==> src/rtl/dly_read_pkg.sv <==
`timescale 1ns/1ps
package dly_read_pkg;
  typedef enum logic [2:0] {
    RSP_DATA      = 3'd0,
    RSP_DATA_DISC = 3'd1,
    RSP_STOP      = 3'd2,
    RSP_TABORT    = 3'd3,
    RSP_MABORT    = 3'd4
  } rspCode_e;

  typedef enum logic [1:0] {
    STAT_OK      = 2'd0,
    STAT_TABORT  = 2'd1,
    STAT_MABORT  = 2'd2,
    STAT_EXHAUST = 2'd3
  } doneStat_e;

  typedef struct packed {
    logic load;      // capture queue head, clear attempt count
    logic takeWord;  // one DWORD moved
    logic bumpCnt;   // one attempt ended without data
  } dpStrobe_t;
endpackage

==> src/rtl/dly_read_dpath.sv <==
`timescale 1ns/1ps
module dly_read_dpath
  import dly_read_pkg::*;
#(
  parameter int AW      = 32,
  parameter int PF_LOG2 = 4
) (
  input  logic            clk,
  input  logic            rstN,
  input  dpStrobe_t       strobe,
  input  logic [AW-1:0]   headAddr,
  input  logic [3:0]      headCmd,
  input  logic [3:0]      headBeN,
  input  logic            headPref,
  input  logic [31:0]     retryLimit,
  output logic [AW-1:0]   busAddr,
  output logic [3:0]      busCmd,
  output logic [3:0]      busBeN,
  output logic            lastPhase,
  output logic            limitHit
);
  localparam int REM_W = PF_LOG2 + 1;
  localparam int BURST = 1 << PF_LOG2;

  logic [AW-1:0]  capAddr;
  logic [3:0]     capCmd;
  logic [3:0]     capBeN;
  logic           capPref;
  logic [REM_W-1:0] remaining;
  logic [31:0]    attemptCnt;

  always_ff @(posedge clk) begin
    if (!rstN) begin
      capAddr    <= '0;
      capCmd     <= '0;
      capBeN     <= '1;
      capPref    <= 1'b0;
      remaining  <= '0;
      attemptCnt <= '0;
    end else if (strobe.load) begin
      capAddr    <= headAddr;
      capCmd     <= headCmd;
      capBeN     <= headBeN;
      capPref    <= headPref;
      remaining  <= headPref ? (REM_W'(BURST) - REM_W'(headAddr[PF_LOG2+1:2]))
                             : REM_W'(1);
      attemptCnt <= '0;
    end else begin
      if (strobe.takeWord) remaining  <= remaining - 1'b1;
      if (strobe.bumpCnt)  attemptCnt <= attemptCnt + 32'd1;
    end
  end

  assign busAddr   = capAddr;
  assign busCmd    = capCmd;
  assign busBeN    = capPref ? 4'b0000 : capBeN;
  assign lastPhase = (remaining == REM_W'(1));
  // 32-bit wrap makes a limit of 0 mean 2^32 attempts
  assign limitHit  = ((attemptCnt + 32'd1) == retryLimit);

  // no word is taken beyond the planned burst
  a_r9_word_within_burst: assert property (@(posedge clk) disable iff (!rstN)
    strobe.takeWord |-> (remaining != '0));
endmodule

==> src/rtl/dly_read_ctrl.sv <==
`timescale 1ns/1ps
module dly_read_ctrl
  import dly_read_pkg::*;
(
  input  logic      clk,
  input  logic      rstN,
  input  logic      headValid,
  input  logic      postedPending,
  input  logic      rspValid,
  input  logic [2:0] rspCode,
  input  logic      lastPhase,
  input  logic      limitHit,
  output dpStrobe_t strobe,
  output logic      busReq,
  output logic      rdqWrEn,
  output logic      doneValid,
  output logic [1:0] doneStatus,
  output logic      sysErr
);
  typedef enum logic [1:0] {S_IDLE, S_ARM, S_BUS, S_DONE} state_e;

  state_e    state, nxtState;
  doneStat_e status, nxtStatus;
  logic      dataSeen, nxtSeen;

  always_comb begin
    strobe    = '0;
    rdqWrEn   = 1'b0;
    nxtState  = state;
    nxtStatus = status;
    nxtSeen   = dataSeen;
    unique case (state)
      S_IDLE: if (headValid) begin
        strobe.load = 1'b1;
        nxtSeen     = 1'b0;
        nxtStatus   = STAT_OK;
        nxtState    = S_ARM;
      end
      S_ARM: if (!postedPending) nxtState = S_BUS;
      S_BUS: if (rspValid) begin
        case (rspCode_e'(rspCode))
          RSP_DATA: begin
            rdqWrEn         = 1'b1;
            strobe.takeWord = 1'b1;
            nxtSeen         = 1'b1;
            if (lastPhase) nxtState = S_DONE;
          end
          RSP_DATA_DISC: begin
            rdqWrEn         = 1'b1;
            strobe.takeWord = 1'b1;
            nxtSeen         = 1'b1;
            nxtState        = S_DONE;
          end
          RSP_STOP: begin
            if (dataSeen) nxtState = S_DONE;
            else if (limitHit) begin
              nxtStatus = STAT_EXHAUST;
              nxtState  = S_DONE;
            end else begin
              strobe.bumpCnt = 1'b1;
              nxtState       = S_ARM;
            end
          end
          RSP_TABORT: begin
            nxtStatus = STAT_TABORT;
            nxtState  = S_DONE;
          end
          RSP_MABORT: begin
            nxtStatus = STAT_MABORT;
            nxtState  = S_DONE;
          end
          default: ;
        endcase
      end
      S_DONE: nxtState = S_IDLE;
      default: nxtState = S_IDLE;
    endcase
  end

  always_ff @(posedge clk) begin
    if (!rstN) begin
      state    <= S_IDLE;
      status   <= STAT_OK;
      dataSeen <= 1'b0;
    end else begin
      state    <= nxtState;
      status   <= nxtStatus;
      dataSeen <= nxtSeen;
    end
  end

  assign busReq     = (state == S_BUS);
  assign doneValid  = (state == S_DONE);
  assign doneStatus = status;
  assign sysErr     = (state == S_DONE) && (status == STAT_EXHAUST);

  // an attempt only starts after posted writes have drained
  a_r1_posted_first: assert property (@(posedge clk) disable iff (!rstN)
    $rose(busReq) |-> !$past(postedPending));
  // once data has moved, no new attempt is armed
  a_r5_no_rearm_after_data: assert property (@(posedge clk) disable iff (!rstN)
    (state == S_ARM) |-> !dataSeen);
endmodule

==> src/rtl/dly_read_replay.sv <==
`timescale 1ns/1ps
module dly_read_replay
  import dly_read_pkg::*;
#(
  parameter int AW      = 32,
  parameter int DW      = 32,
  parameter int PF_LOG2 = 4
) (
  input  logic          clk,
  input  logic          rstN,
  input  logic          headValid,
  input  logic [AW-1:0] headAddr,
  input  logic [3:0]    headCmd,
  input  logic [3:0]    headBeN,
  input  logic          headPref,
  output logic          headPop,
  input  logic          postedPending,
  input  logic [31:0]   retryLimit,
  input  logic          serrEn,
  output logic          busReq,
  output logic [AW-1:0] busAddr,
  output logic [3:0]    busCmd,
  output logic [3:0]    busBeN,
  output logic          busLast,
  input  logic          rspValid,
  input  logic [2:0]    rspCode,
  input  logic [DW-1:0] rspData,
  output logic          rdqWrEn,
  output logic [DW-1:0] rdqWrData,
  output logic          doneValid,
  output logic [1:0]    doneStatus,
  output logic          sysErr,
  output logic          serrOut
);
  dpStrobe_t strobe;
  logic      lastPhase;
  logic      limitHit;

  dly_read_ctrl u_ctrl (
    .clk(clk), .rstN(rstN), .headValid(headValid), .postedPending(postedPending),
    .rspValid(rspValid), .rspCode(rspCode), .lastPhase(lastPhase), .limitHit(limitHit),
    .strobe(strobe), .busReq(busReq), .rdqWrEn(rdqWrEn), .doneValid(doneValid),
    .doneStatus(doneStatus), .sysErr(sysErr)
  );

  dly_read_dpath #(.AW(AW), .PF_LOG2(PF_LOG2)) u_dpath (
    .clk(clk), .rstN(rstN), .strobe(strobe), .headAddr(headAddr), .headCmd(headCmd),
    .headBeN(headBeN), .headPref(headPref), .retryLimit(retryLimit),
    .busAddr(busAddr), .busCmd(busCmd), .busBeN(busBeN),
    .lastPhase(lastPhase), .limitHit(limitHit)
  );

  assign headPop   = doneValid;
  assign busLast   = busReq && lastPhase;
  assign rdqWrData = rspData;
  assign serrOut   = sysErr && serrEn;

  // the external error output follows the enable and the exhausted status
  a_r6_serr_gated: assert property (@(posedge clk) disable iff (!rstN)
    serrOut |-> (serrEn && doneValid && (doneStatus == 2'd3)));
  // address and command hold for the whole attempt
  a_r2_attempt_stable: assert property (@(posedge clk) disable iff (!rstN)
    (busReq && $past(busReq)) |-> ($stable(busAddr) && $stable(busCmd)));
endmodule

==> config.mk <==
export PLATFORM = sky130hd
export DESIGN_NAME = dly_read_replay
export DESIGN_NICKNAME = d
export VERILOG_FILES = /design/src/rtl/dly_read_pkg.sv /design/src/rtl/dly_read_dpath.sv /design/src/rtl/dly_read_ctrl.sv /design/src/rtl/dly_read_replay.sv
export SDC_FILE = /design/constraint.sdc
export NUM_CORES = 1
export LEC_CHECK = 0
export ABC_CLOCK_PERIOD_IN_PS = 5770
export BUFFER_PORTS_ARGS = -buffer_cell sky130_fd_sc_hd__buf_2
export CAP_MARGIN = 20
export CORE_ASPECT_RATIO = 1.25
export CORE_MARGIN = 10
export CORE_UTILIZATION = 50
export CTS_CLUSTER_DIAMETER = 30
export DETAILED_ROUTE_END_ITERATION = 10
export PLACE_DENSITY_LB_ADDON = 0.25
export RECOVER_POWER = 50
export REMOVE_ABC_BUFFERS = 1
export SLEW_MARGIN = 20
export SYNTH_ARGS = -nofsm -noshare
export SYNTH_HDL_FRONTEND = slang
export SYNTH_SLANG_ARGS = --single-unit
==> constraint.sdc <==
create_clock -name clk -period 5.77 [get_ports clk]
set_input_delay 1.154 -clock clk [delete_from_list [all_inputs] [get_ports clk]]
set_output_delay 1.154 -clock clk [all_outputs]
set_load 0.05 [all_outputs]
==> reports/summary.txt, run 1 <==
status -> complete, but fails checks
failing checks -> capacitance limit, slew limit
die extent in x -> 112 um
total power divided by cell area -> 252 nW/um^2
Final Max Slew Viols -> 129
Synth Flop Type -> dfxtp_1
Site Rows -> 41
Die Span Y -> 135 um
CTS tree -> built
Syn-to-layout area delta -> 11.1%
Reg2Reg Launch Point -> u_dpath.attemptCnt[0]
HP Start -> u_dpath.capBeN[3]
total gr overflow -> 0
initial drt markers -> 226
Final Non-Filler Cells -> 879
r2r setup slk -> 1.85 ns
die area -> 15100 um^2
worst-margin pin slew -> 2.03 ns
Worst Hold Path Cells -> 2
WP data required -> 6.05 ns
pin count of the biggest net entering global routing -> 61
ANT cells -> 0
vias in the first global route -> 5083
worst slack, placed -> 1.94 ns
post-DP HPWL -> 11800 um
fill count -> 991
Net count, final -> 863
max-cap viol count -> 3
All-Layer GR Usage -> 0.201
Post-synth ARST share -> 0
setup bufs post-CTS -> 0
# placed instances -> 863
slowest stage cell, crit path -> clkbuf_1
Clk Tree Root Cell -> clkbuf_16
Core ar. -> 10200 um^2
fmax -> 244 MHz
CP Launch Type -> primary input
CP Capture Type -> flop
worst-path cell chain -> buf_2 -> nand2_1 -> clkbuf_1 -> nand2_1 -> clkbuf_1 -> or4_1 -> nand2_1
Placer Congestion -> 0.868
CTS H-tree lvls -> 3
CP bufs+invs -> 3
Port Buffers -> 130
origin of the worst setup path -> headValid
LEAKAGE -> 2.10 nW
Antenna Nets Post-Route -> 0
area occupied by registers -> 1660 um^2
cts hold-fix bufs -> 0
Post-CTS Resized -> 0
synthesized area per cell -> 7.81 um^2
FF-to-FF path depth -> 11
slew margin rel. -> -0.353
setup tns final -> 0 ns
number of synthesized flops with an enable pin -> 0
Clock Skew -> 0.00843 ns
Hold Path Class -> flop to flop
Mapped Area -> 5300 um^2
Worst Slack Setup Final -> 1.67 ns
CP delay by family, top -> buffers and inverters
final WL -> 15800 um
synth warn -> 0
# setup viols final -> 0
Avg WL per Cell -> 17.9 um
I/O Pins -> 195
Crit Path Max Fanout -> 46
initial antenna violation count -> 0
Worst path max stage delay -> 1.40 ns
Tmin final -> 4.10 ns
first-pass GRT wire length -> 25400 um
peak supply drop -> 0.228 mV
WP data arrival -> 4.38 ns
RSZ-0062 raised after global routing -> no
Sink Count -> 83
multi-input logic area -> 3100 um^2
cts bufs inserted -> 9
Yosys reg bits -> 83
clock tree buffer depth -> 2
initial core utilization -> 0.519
Synth cell types -> 62
DRC violation count after routing -> 0
routed via count -> 5142
worst skew pair latency -> 0.34 ns
vias per inst -> 5.85
share of layout cells above drive strength 1 -> 0.175
first drt pass iteration count -> 5
clock-pin slew on the worst setup and hold paths -> 0.07 ns
fin crit share -> 0.711
sequential-to-total area share from yosys stat -> 0.314
hold endpoint -> u_dpath.capBeN[3]
worst setup path class -> primary input to flop
Top cell by count, worst path -> nand2_1
FF-to-FF End -> u_dpath.attemptCnt[30]
final hold vios -> 0
Mapped Cells -> 678
==> worst min-delay path, cell delays in order (launching register included) <==
cell     delay [ns]
dfxtp_1        0.32
nand2_1        0.05
nand3_1        0.06
==> how the worst max path moves through the flow <==
stage               slack [ns]  depth (start not counted)                     end
floorplan                 1.91                          8  u_dpath.attemptCnt[16]
global placement          2.01                         10   u_dpath.attemptCnt[6]
detailed placement        1.94                         11         u_ctrl.state[1]
CTS                       1.93                         11         u_ctrl.state[1]
global route              1.39                          7  u_dpath.attemptCnt[31]
finish                    1.67                          7  u_dpath.attemptCnt[31]
==> cells in the final DEF (no fill, tap or decap), types with 6 or more instances in the layout <==
cell and n:
a21boi_0 38, a21oi_1 35, a21oi_2 8, and2_1 8
and4_1 7, buf_2 92, clkbuf_1 41, clkbuf_16 9
dfxtp_1 83, inv_1 12, nand2_1 121, nand2b_1 6
nand3_1 27, nand4_1 16, nor2_1 23, nor2b_1 7
nor3_1 14, nor4_1 6, o21ai_0 14, o31ai_1 21
or3_1 10, or4_1 27, xnor2_1 24, xor2_1 17
==> per-stage QoR <==
step                area, um^2  power (mW)   util  hold slack [ns]
finish                    5880        1.49  0.576            0.459
global route              5880        1.55  0.576            0.490
CTS                       5940        1.50  0.582            0.462
detailed placement        5660       0.947  0.554            0.448
global placement          5660       0.939  0.554            0.443
floorplan                 4810       0.841      -            0.430
==> sequential cells by signal (all words and copies together) (netlist names) <==
| register | flops |
|---|---|
| u_dpath.capPref | 1 |
| u_ctrl.dataSeen | 1 |
| u_dpath.busAddr | 32 |
| u_dpath.attemptCnt | 32 |
| u_ctrl.state | 2 |
| u_dpath.busCmd | 4 |
| u_ctrl.doneStatus | 2 |
| u_dpath.remaining | 5 |
| u_dpath.capBeN | 4 |
==> cell type report <==
| cell class | count | area share |
|---|---|---|
| multi-input cells | 504 | 0.527 |
| inverters | 12 | 0.00765 |
| flip-flops and latches | 83 | 0.282 |
| well taps | 129 | 0.0274 |
| clock buffers | 9 | 0.0383 |
| clock inverters | 7 | 0.0102 |
| repair buffers | 135 | 0.107 |
==> power breakdown <==
part	switching, mW	internal, mW
Sequential	0.0188	0.604
Combinational	0.218	0.0866
Clock	0.260	0.299
==> kinds of logic after synthesis <==
group	after synthesis	synth area share
AOI/OAI and AO/OA	155	0.200
xor gates and xnor gates	41	0.0678
adders and majority gates	4	0.00945
buffers and inverters	91	0.101
DFF	83	0.314
muxes	3	0.00567
and+or+nand+nor	301	0.302
==> cell usage after synthesis (all sizes together), types with 17 or more instances <==
master,count,area share
clkbuf,26,0.018
a21oi,43,0.046
nand3,27,0.026
dfxtp,83,0.31
xor2,17,0.028
o31ai,21,0.030
nand4,18,0.024
a21boi,41,0.058
xnor2,24,0.040
nand2,121,0.086
buf,53,0.074
nor2,23,0.016
o21ai,19,0.018
or4,28,0.040
==> metal layers <==
layer | wire (um) | track usage
met1 | 6450 | 0.228
met2 | 7080 | 0.313
met3 | 1850 | 0.101
met4 | 363 | 0.0847
met5 | 0 | 0.0139
No activity file was read; power rests on OpenSTA's default activity.
==> run 2, diff against run 1 <==
ABC_CLOCK_PERIOD_IN_PS = 4250   (was 5770)
clock period = 4.25 ns   (was 5.77 ns; I/O delays follow)
==> run 2 against run 1 <==
Against the previous run: the run still ends with capacitance limit, slew limit left; non-clock buffer count is 2 higher; critical path depth up 4; clock skew is 0.0015 ns lower; hold slack improved by 0.0046 ns; clock power up 45%; utilization up 0.87 points; final cell count is 0.23% higher; combinational power grew 38%; critical path type is now flop to flop; critical endpoint is now u_ctrl.state[1].
==> reports/summary.txt, run 2 (synthesis results as in run 1) <==
status -> complete, but fails checks
failing checks -> capacitance limit, slew limit
first drt pass iteration count -> 5
peak supply drop -> 0.269 mV
Avg WL per Cell -> 17.8 um
Die Span Y -> 135 um
ANT cells -> 0
Placer Congestion -> 0.890
initial antenna violation count -> 0
Clock Skew -> 0.00695 ns
slew margin rel. -> -0.243
HP Start -> u_dpath.busAddr[17]
worst skew pair latency -> 0.34 ns
All-Layer GR Usage -> 0.201
Net count, final -> 865
hold_ws -> 0.464 ns
Worst Hold Path Cells -> 2
Hold Path Class -> flop to flop
CP Capture Type -> flop
slowest stage cell, crit path -> or4_4
post-DP HPWL -> 12000 um
FF-to-FF path depth -> 11
Final Non-Filler Cells -> 881
cts bufs inserted -> 9
Reg2Reg Launch Point -> u_dpath.attemptCnt[0]
first-pass GRT wire length -> 25400 um
CP delay by family, top -> simple AND/OR/NAND/NOR gates
initial core utilization -> 0.519
DRC violation count after routing -> 0
fin crit share -> 0.877
WP data arrival -> 3.99 ns
hold endpoint -> u_dpath.busAddr[17]
vias in the first global route -> 5139
CP Launch Type -> flop
I/O Pins -> 195
share of layout cells above drive strength 1 -> 0.222
# placed instances -> 865
fill count -> 940
routed via count -> 5173
CP bufs+invs -> 1
Crit Path Max Fanout -> 48
RSZ-0062 raised after global routing -> no
CTS H-tree lvls -> 3
Port Buffers -> 130
Syn-to-layout area delta -> 12.8%
FF-to-FF End -> u_ctrl.state[1]
Final Max Slew Viols -> 53
Site Rows -> 41
die area -> 15100 um^2
commonest cells after routing, fill and taps aside -> buf_2, nand2_1, dfxtp_1, a21boi_0, a21oi_1
fmax -> 268 MHz
Tmin final -> 3.73 ns
clock-pin slew on the worst setup and hold paths -> 0.07 ns
final hold vios -> 0
clock tree buffer depth -> 2
setup tns final -> 0 ns
r2r setup slk -> 0.52 ns
cts hold-fix bufs -> 0
initial drt markers -> 217
worst-margin pin slew -> 1.86 ns
Sink Count -> 83
CTS tree -> built
worst setup path class -> flop to flop
Clk Tree Root Cell -> clkbuf_16
final WL -> 15700 um
total gr overflow -> 0
vias per inst -> 5.87
worst-path cell chain -> ha_1 -> and4_1 -> nand4_1 -> or3_1 -> a22oi_1 -> nand3_1 -> or4_4 -> nor3_4 -> buf_4 -> o21ai_0 -> a21boi_1
setup bufs post-CTS -> 0
max-cap viol count -> 1
Post-CTS Resized -> 0
Antenna Nets Post-Route -> 0
WP data required -> 4.52 ns
LEAKAGE -> 2.27 nW
# setup viols final -> 0
Worst path max stage delay -> 0.58 ns
commonest non-fill, non-tap cell in the layout -> buf_2
Levels on crit path -> 11
pin count of the biggest net entering global routing -> 53
Core ar. -> 10200 um^2
total power divided by cell area -> 348 nW/um^2
die extent in x -> 112 um
==> run 2: report_power, final <==
part	internal [mW]	leakage, nW	switching [mW]
Clock	0.466	0.149	0.346
Sequential	0.820	0.676	0.0249
Combinational	0.125	1.44	0.295
==> run 2: how the worst max path moves through the flow <==
stage | from | end | slack, ns
after detailed placement | u_dpath.attemptCnt[0] | u_ctrl.state[1] | 0.54
final | u_dpath.attemptCnt[0] | u_ctrl.state[1] | 0.52
after global placement | u_dpath.attemptCnt[0] | u_dpath.attemptCnt[29] | 0.64
after CTS | u_dpath.attemptCnt[0] | u_ctrl.state[1] | 0.54
after global routing | u_dpath.attemptCnt[0] | u_dpath.attemptCnt[21] | 0.22
after floorplan | u_dpath.attemptCnt[0] | u_dpath.attemptCnt[16] | 0.46
==> run 2: routing by layer <==
layer | share of wire | GRT usage | vias to the layer above
li1 | - | - | 2534
met2 | 0.46 | 0.317 | 225
met5 | 0 | 0.0139 | -
met1 | 0.41 | 0.230 | 2393
met3 | 0.11 | 0.0935 | 21
met4 | 0.022 | 0.0777 | 0
==> run 2: cell type report <==
class / instances / area [um^2] / share of cell area
clock buffers: 9 / 225 / 0.0377
clock inverters: 7 / 83.8 / 0.0140
inverters: 12 / 45.0 / 0.00754
multi-input cells: 504 / 3100 / 0.519
flip-flops and latches: 83 / 1660 / 0.278
well taps: 129 / 161 / 0.0270
repair buffers: 137 / 694 / 0.116
==> run 2: stage by stage <==
stage          utilization  setup WS [ns]  area (um^2)  power (mW)
2_1_floorplan            -          0.458         4810        1.14
3_3_place_gp         0.556          0.640         5670        1.27
3_5_place_dp         0.556          0.540         5670        1.28
4_1_cts              0.586          0.541         5980        2.10
5_1_grt              0.585          0.223         5970        2.17
6_report             0.585          0.523         5970        2.08
==> run 2: worst register-to-register path, cell delays in order (launching register included) <==
cell and delay, ns:
dfxtp_1 0.44, ha_1 0.31, and4_1 0.28, nand4_1 0.22, or3_1 0.53, a22oi_1 0.24, nand3_1 0.11, or4_4 0.58
nor3_4 0.20, buf_4 0.42, o21ai_0 0.18, a21boi_1 0.15
